--- src/rtl/axi_mon_pkg.sv ---
package axi_mon_pkg;
  typedef enum logic [1:0] {
    ERR_NONE = 2'd0,
    ERR_PAGE = 2'd1,
    ERR_HOLD = 2'd2
  } err_code_e;

  localparam logic [1:0] BURST_INCR = 2'b01;
endpackage

--- src/rtl/axi_rst_sync.sv ---
module axi_rst_sync #(
  parameter int STAGES = 2
) (
  input  logic clk,
  input  logic arst_n,
  output logic srst_n
);
  logic [STAGES-1:0] chain_q;

  always_ff @(posedge clk or negedge arst_n) begin
    if (!arst_n) chain_q <= '0;
    else         chain_q <= {chain_q[STAGES-2:0], 1'b1};
  end

  assign srst_n = chain_q[STAGES-1];
endmodule

--- src/rtl/axi_page_check.sv ---
module axi_page_check #(
  parameter int ADDR_W    = 32,
  parameter int LEN_W     = 8,
  parameter int PAGE_BITS = 12
) (
  input  logic [ADDR_W-1:0] addr,
  input  logic [LEN_W-1:0]  len,
  input  logic [2:0]        size,
  input  logic [1:0]        burst,
  input  logic              valid,
  input  logic              ready,
  output logic              cross_hit
);
  import axi_mon_pkg::*;

  localparam int SPAN_W = LEN_W + 1 + 7;
  localparam int SUM_W  = ADDR_W + 1;

  logic [SPAN_W-1:0] beats;
  logic [SPAN_W-1:0] span;
  logic [SUM_W-1:0]  last_byte;
  logic [SUM_W-1:0]  first_byte;
  logic              differs;

  always_comb begin
    beats      = SPAN_W'(len) + SPAN_W'(1);
    span       = beats << size;
    first_byte = SUM_W'(addr);
    last_byte  = first_byte + SUM_W'(span) - SUM_W'(1);
    differs    = last_byte[SUM_W-1:PAGE_BITS] != first_byte[SUM_W-1:PAGE_BITS];
    cross_hit  = valid && ready && (burst == BURST_INCR) && differs;
  end
endmodule

--- src/rtl/axi_hold_check.sv ---
module axi_hold_check #(
  parameter int DATA_W = 32,
  parameter int STRB_W = DATA_W / 8
) (
  input  logic              clk,
  input  logic              rst_n,
  input  logic [DATA_W-1:0] data,
  input  logic [STRB_W-1:0] strb,
  input  logic              last,
  input  logic              valid,
  input  logic              ready,
  output logic              viol
);
  localparam int SNAP_W = DATA_W + STRB_W + 1;

  logic              stall_q, stall_d;
  logic [SNAP_W-1:0] snap_q, snap_d;
  logic              snap_en;
  logic [SNAP_W-1:0] now_beat;

  always_comb begin
    now_beat = {data, strb, last};
    stall_d  = valid && !ready;
    snap_en  = stall_d;
    snap_d   = snap_en ? now_beat : snap_q;
    viol     = stall_q && (!valid || (now_beat != snap_q));
  end

  always_ff @(posedge clk or negedge rst_n) begin
    if (!rst_n) begin
      stall_q <= 1'b0;
      snap_q  <= '0;
    end else begin
      stall_q <= stall_d;
      snap_q  <= snap_d;
    end
  end

  // A violation is only possible one cycle after a stalled beat was sampled
  assert_viol_after_stall_R6: assert property (@(posedge clk) disable iff (!rst_n)
    viol |-> $past(valid && !ready));
endmodule

--- src/rtl/axi_err_latch.sv ---
module axi_err_latch (
  input  logic       clk,
  input  logic       rst_n,
  input  logic       clr,
  input  logic       page_hit,
  input  logic       hold_hit,
  output logic       page_err,
  output logic       hold_err,
  output logic [1:0] err_code
);
  import axi_mon_pkg::*;

  logic      page_q, page_d;
  logic      hold_q, hold_d;
  err_code_e code_q, code_d;

  always_comb begin
    page_d = page_q;
    hold_d = hold_q;
    code_d = code_q;
    if (clr) begin
      page_d = 1'b0;
      hold_d = 1'b0;
      code_d = ERR_NONE;
    end else begin
      page_d = page_q || page_hit;
      hold_d = hold_q || hold_hit;
      if (code_q == ERR_NONE) begin
        if (page_hit)      code_d = ERR_PAGE;
        else if (hold_hit) code_d = ERR_HOLD;
      end
    end
  end

  always_ff @(posedge clk or negedge rst_n) begin
    if (!rst_n) begin
      page_q <= 1'b0;
      hold_q <= 1'b0;
      code_q <= ERR_NONE;
    end else begin
      page_q <= page_d;
      hold_q <= hold_d;
      code_q <= code_d;
    end
  end

  assign page_err = page_q;
  assign hold_err = hold_q;
  assign err_code = code_q;

  assert_page_sticky_R9: assert property (@(posedge clk) disable iff (!rst_n)
    page_q && !clr |=> page_q);
  assert_hold_sticky_R9: assert property (@(posedge clk) disable iff (!rst_n)
    hold_q && !clr |=> hold_q);
  assert_clear_wins_R11: assert property (@(posedge clk) disable iff (!rst_n)
    clr |=> (!page_q && !hold_q && code_q == ERR_NONE));
  assert_code_kept_R10: assert property (@(posedge clk) disable iff (!rst_n)
    (code_q != ERR_NONE) && !clr |=> $stable(code_q));
  assert_code_matches_flags_R10: assert property (@(posedge clk) disable iff (!rst_n)
    (page_q || hold_q) == (code_q != ERR_NONE));
endmodule

--- src/rtl/axi_wr_rule_monitor.sv ---
module axi_wr_rule_monitor #(
  parameter int ADDR_W    = 32,
  parameter int DATA_W    = 32,
  parameter int LEN_W     = 8,
  parameter int PAGE_BITS = 12,
  parameter int STRB_W    = DATA_W / 8
) (
  input  logic              aclk,
  input  logic              aresetn,
  input  logic              clr,
  input  logic [ADDR_W-1:0] aw_addr,
  input  logic [LEN_W-1:0]  aw_len,
  input  logic [2:0]        aw_size,
  input  logic [1:0]        aw_burst,
  input  logic              aw_valid,
  input  logic              aw_ready,
  input  logic [DATA_W-1:0] w_data,
  input  logic [STRB_W-1:0] w_strb,
  input  logic              w_last,
  input  logic              w_valid,
  input  logic              w_ready,
  output logic              page_err,
  output logic              hold_err,
  output logic [1:0]        err_code
);
  logic rst_s_n;
  logic page_hit;
  logic hold_hit;

  axi_rst_sync #(.STAGES(2)) u_rst_sync (
    .clk    (aclk),
    .arst_n (aresetn),
    .srst_n (rst_s_n)
  );

  axi_page_check #(
    .ADDR_W(ADDR_W), .LEN_W(LEN_W), .PAGE_BITS(PAGE_BITS)
  ) u_page_check (
    .addr      (aw_addr),
    .len       (aw_len),
    .size      (aw_size),
    .burst     (aw_burst),
    .valid     (aw_valid),
    .ready     (aw_ready),
    .cross_hit (page_hit)
  );

  axi_hold_check #(.DATA_W(DATA_W), .STRB_W(STRB_W)) u_hold_check (
    .clk   (aclk),
    .rst_n (rst_s_n),
    .data  (w_data),
    .strb  (w_strb),
    .last  (w_last),
    .valid (w_valid),
    .ready (w_ready),
    .viol  (hold_hit)
  );

  axi_err_latch u_err_latch (
    .clk      (aclk),
    .rst_n    (rst_s_n),
    .clr      (clr),
    .page_hit (page_hit),
    .hold_hit (hold_hit),
    .page_err (page_err),
    .hold_err (hold_err),
    .err_code (err_code)
  );

  assert_page_flag_set_R2: assert property (@(posedge aclk) disable iff (!rst_s_n)
    page_hit && !clr |=> page_err);
  assert_page_needs_handshake_R5: assert property (@(posedge aclk) disable iff (!rst_s_n)
    !(aw_valid && aw_ready) && !page_err && !clr |=> !page_err || $past(page_hit));
  assert_fixed_wrap_exempt_R4: assert property (@(posedge aclk) disable iff (!rst_s_n)
    (aw_burst != 2'b01) |-> !page_hit);
endmodule

--- config.mk ---
export PLATFORM = sky130hd
export DESIGN_NAME = axi_wr_rule_monitor
export DESIGN_NICKNAME = d
export VERILOG_FILES = /design/src/rtl/axi_mon_pkg.sv /design/src/rtl/axi_rst_sync.sv /design/src/rtl/axi_page_check.sv /design/src/rtl/axi_hold_check.sv /design/src/rtl/axi_err_latch.sv /design/src/rtl/axi_wr_rule_monitor.sv
export SDC_FILE = /design/constraint.sdc
export NUM_CORES = 1
export LEC_CHECK = 0
export BUFFER_PORTS_ARGS = -buffer_cell sky130_fd_sc_hd__buf_2
export CAP_MARGIN = 20
export CORE_UTILIZATION = 50
export CTS_CLUSTER_DIAMETER = 120
export DETAILED_ROUTE_END_ITERATION = 6
export PLACE_DENSITY = 0.73
export SYNTH_ARGS = -nofsm -noshare
export SYNTH_HDL_FRONTEND = slang
export SYNTH_HIERARCHICAL = 1
export SYNTH_SLANG_ARGS = --single-unit
--- constraint.sdc ---
create_clock -name aclk -period 3.7 [get_ports aclk]
set_clock_uncertainty 0.15 [all_clocks]
set_input_delay 0.555 -clock aclk [delete_from_list [all_inputs] [get_ports aclk]]
set_output_delay 0.555 -clock aclk [all_outputs]
set_load 0.03 [all_outputs]
==> out/results.txt <==
Status -> complete, but fails checks
Failing checks -> negative setup slack
Largest cells by area after synthesis -> dfrtp_1 21%, ha_1 11%, mux2_2 8.9%
# IOs -> 93
Commonest non-fill, non-tap cells in the layout -> 151 x buf_4, 90 x buf_2, 65 x inv_1, 44 x dfrtp_1, 43 x xor2_1
TritonRoute pass-1 iters -> 5
Synth top area share -> 21.3%
Worst path top cell family by delay -> compound AO/OA/AOI/OAI gates
Layout cells sized above 1 -> 44.2%
Unrepaired setup endpoints after global routing -> yes
#FFs+latches synth -> 44
Post-synthesis sequential area ratio -> 21.3%
Remaining global-route overflow -> 0
Initial antenna violation count -> 0
Final slew viol count -> 0
CP arrival -> 5070 ps
Syn Nets -> 755
Vias in the first global route -> 5522
Routed vias -> 5513
H-tree Lvls -> 2
Final worst slack -> -1280 ps
Final setup vio count -> 3
Synthesis-to-finish area growth -> 43.0%
Post-Syn Area -> 5160 µm²
DIE AREA -> 10700 µm²
Buf/Inv on CP -> 4
Fin nets -> 987
RePlAce Congestion -> 0.932
CTS tree -> yes
Cell Chain, Critical Path -> buf_8, ha_4, buf_6, a22o_1, a211oi_2, mux2_4, buf_6, mux2i_1, ha_1, inv_2, ha_4, a211oi_2, o21bai_2, o21ai_1, o2111ai_1, or4_4, a2111oi_4, nand3_1, nor3_1, nor4b_2, a21oi_1, or3b_1, a21oi_1
Worst VDD drop -> 302 µV
Setup TNS -> -3580 ps
Peak per-stage delay on the critical path -> 550 ps
Drc violations -> 0
Clock buffer count from CTS -> 5
Worst endpoint required time -> 3790 ps
Pleak -> 3.53 nW
Post-synth EDFFs -> 0
Core area -> 9910 µm²
Worst Tran Pin Value -> 528 ps
Avg Inst Size Synth -> 8.32 µm²
First-pass GRT wire length -> 25.2 mm
Final wirelength -> 15.4 mm
DP HPWL -> 12.4 mm
Critical path launch point type -> input port
Clock Pin Slew Worst Setup and Hold Paths -> 80 ps
Clk buf depth -> 2
IO Port Bufs -> 92
Area leader, netlist -> dfrtp_1
Antenna-violating nets left -> 0
Mapped Cells -> 620
Crit path max fanout -> 6
DR vias/cell -> 5.59
PwrDens -> 310 nW/µm²
Dominant synthesized flop cell -> dfrtp_1
Gr usage total -> 28.4%
Max Fclk -> 201 MHz
Placed cell area -> 6870 µm²
Crit path time final -> 4980 ps
Worst hold path type -> reg2async
Die height -> 104 µm
Worst slew margin relative to its limit -> 64.4%
Ys async rst share -> 100%
Crit-path slowest cell -> or4_4
Most common cell after layout, fill and taps aside -> buf_4
Final hold vios -> 0
Distinct cells, synth -> 75
Initial DRC count -> 304
Yosys warns -> 6
Maxcap violations -> 0
CP Capture Type -> flop
Largest net degree at the start of global routing -> 39
Starting density of the core -> 52.1%
Worst-Skew Late Latency -> 300 ps
Final core occ -> 74.5%
# diodes -> 0
Final period utilization -> 135%
Post-route cell area -> 7380 µm²
Rows -> 36
DIE WIDTH -> 104 µm
CP Class -> in2reg
Clock sinks -> 44
Root Driver -> clkbuf_8
Avg WL per Cell -> 15.7 µm
Total chip power -> 2.29 mW
==> worst paths after layout <==
path	from	slack, ps	depth (start not counted)	to
min in group aclk	u_rst_sync/chain_q[0]$_DFF_PN0_	220	0	u_rst_sync/chain_q[1]$_DFF_PN0_
min	u_rst_sync/chain_q[1]$_DFF_PN0_	160	1	u_hold_check/snap_q[20]$_DFFE_PN0P_
min reg2reg	u_rst_sync/chain_q[1]$_DFF_PN0_	160	1	u_hold_check/snap_q[20]$_DFFE_PN0P_
max in group asynchronous	u_rst_sync/chain_q[1]$_DFF_PN0_	2760	1	u_hold_check/snap_q[2]$_DFFE_PN0P_
max reg2reg	u_hold_check/snap_q[8]$_DFFE_PN0P_	1780	6	u_err_latch/err_code[1]$_DFFE_PN0P_
max	aw_len[0]	-1280	23	u_err_latch/err_code[1]$_DFFE_PN0P_
==> area by class of cell <==
| cell class | instances | area [µm²] |
|---|---|---|
| Sequential cell | 44 | 1100 |
| Multi-Input combinational cell | 479 | 4050 |
| Clock buffer | 6 | 82.6 |
| Fill cell | 726 | 2530 |
| Timing Repair Buffer | 250 | 1700 |
| Tap cell | 133 | 166 |
| Inverter | 72 | 270 |
| Clock inverter | 2 | 13.8 |
==> Yosys cell counts, types with 6 or more instances <==
| master | instances |
|---|---|
| inv_1 | 72 |
| ha_1 | 46 |
| dfrtp_1 | 44 |
| xor2_1 | 44 |
| nand2_1 | 42 |
| mux2_2 | 41 |
| a21oi_1 | 36 |
| nor2_1 | 31 |
| o21ai_0 | 31 |
| xnor2_1 | 16 |
| nand4_1 | 14 |
| nand3_1 | 12 |
| nor4_1 | 11 |
| mux2i_1 | 10 |
| nor3_1 | 10 |
| clkbuf_1 | 9 |
| a211oi_1 | 8 |
| a21o_1 | 8 |
| nor2b_1 | 8 |
| a31oi_1 | 6 |
| buf_2 | 6 |
| buf_4 | 6 |
| o211ai_1 | 6 |
| o21a_1 | 6 |
| o21bai_1 | 6 |
==> cells by family after synthesis <==
kind of cell,Yosys count,share of synthesized area (%)
AO/OA/AOI/OAI,159,21.2
XOR/XNOR,61,10.5
adder cells (fa/ha/maj),46,11.2
buffers and inverters,97,8.07
flip-flops,44,21.3
multiplexers,51,10.9
other,1,0.0727
AND/OR/NAND/NOR,161,16.8
==> flip-flops by register name (all words and copies together), names as in the netlist <==
| signal | cells |
|---|---|
| u_err_latch/err_code | 2 |
| u_err_latch/page_err | 1 |
| u_hold_check/snap_q | 37 |
| u_rst_sync/chain_q | 2 |
| u_hold_check/stall_q | 1 |
| u_err_latch/hold_err | 1 |
==> layer usage <==
| layer | track usage (%) | routed length (µm) |
|---|---|---|
| met5 | 0 | 0 |
| met2 | 49.1 | 7400 |
| met4 | 7.76 | 280 |
| met3 | 3.08 | 1010 |
| met1 | 37.4 | 6760 |
==> stage by stage <==
stage	hold WS, ps	std cells	worst slack, ps
floorplan	109	620	-984
global placement	-86.3	963	-1520
detailed placement	-80.3	963	-1590
CTS	191	980	-1160
global route	227	986	-1450
finish	163	986	-1280
==> repair_timing <==
item,in CTS,in global routing
endpoints found under the hold margin,6,0
buffers inserted,7,6
pin swaps,34,39
resized for setup,31,40
hold buffers,2,0
setup endpoints to repair,3,3
==> power by group <==
| part | switching (mW) | leakage [nW] | internal (mW) |
|---|---|---|---|
| Clock | 0.167 | 0.0516 | 0.153 |
| Sequential | 0.0440 | 0.524 | 0.544 |
| Combinational | 0.677 | 2.95 | 0.703 |
| Total | 0.888 | 3.53 | 1.40 |
No activity file was read; power rests on OpenSTA's default activity.
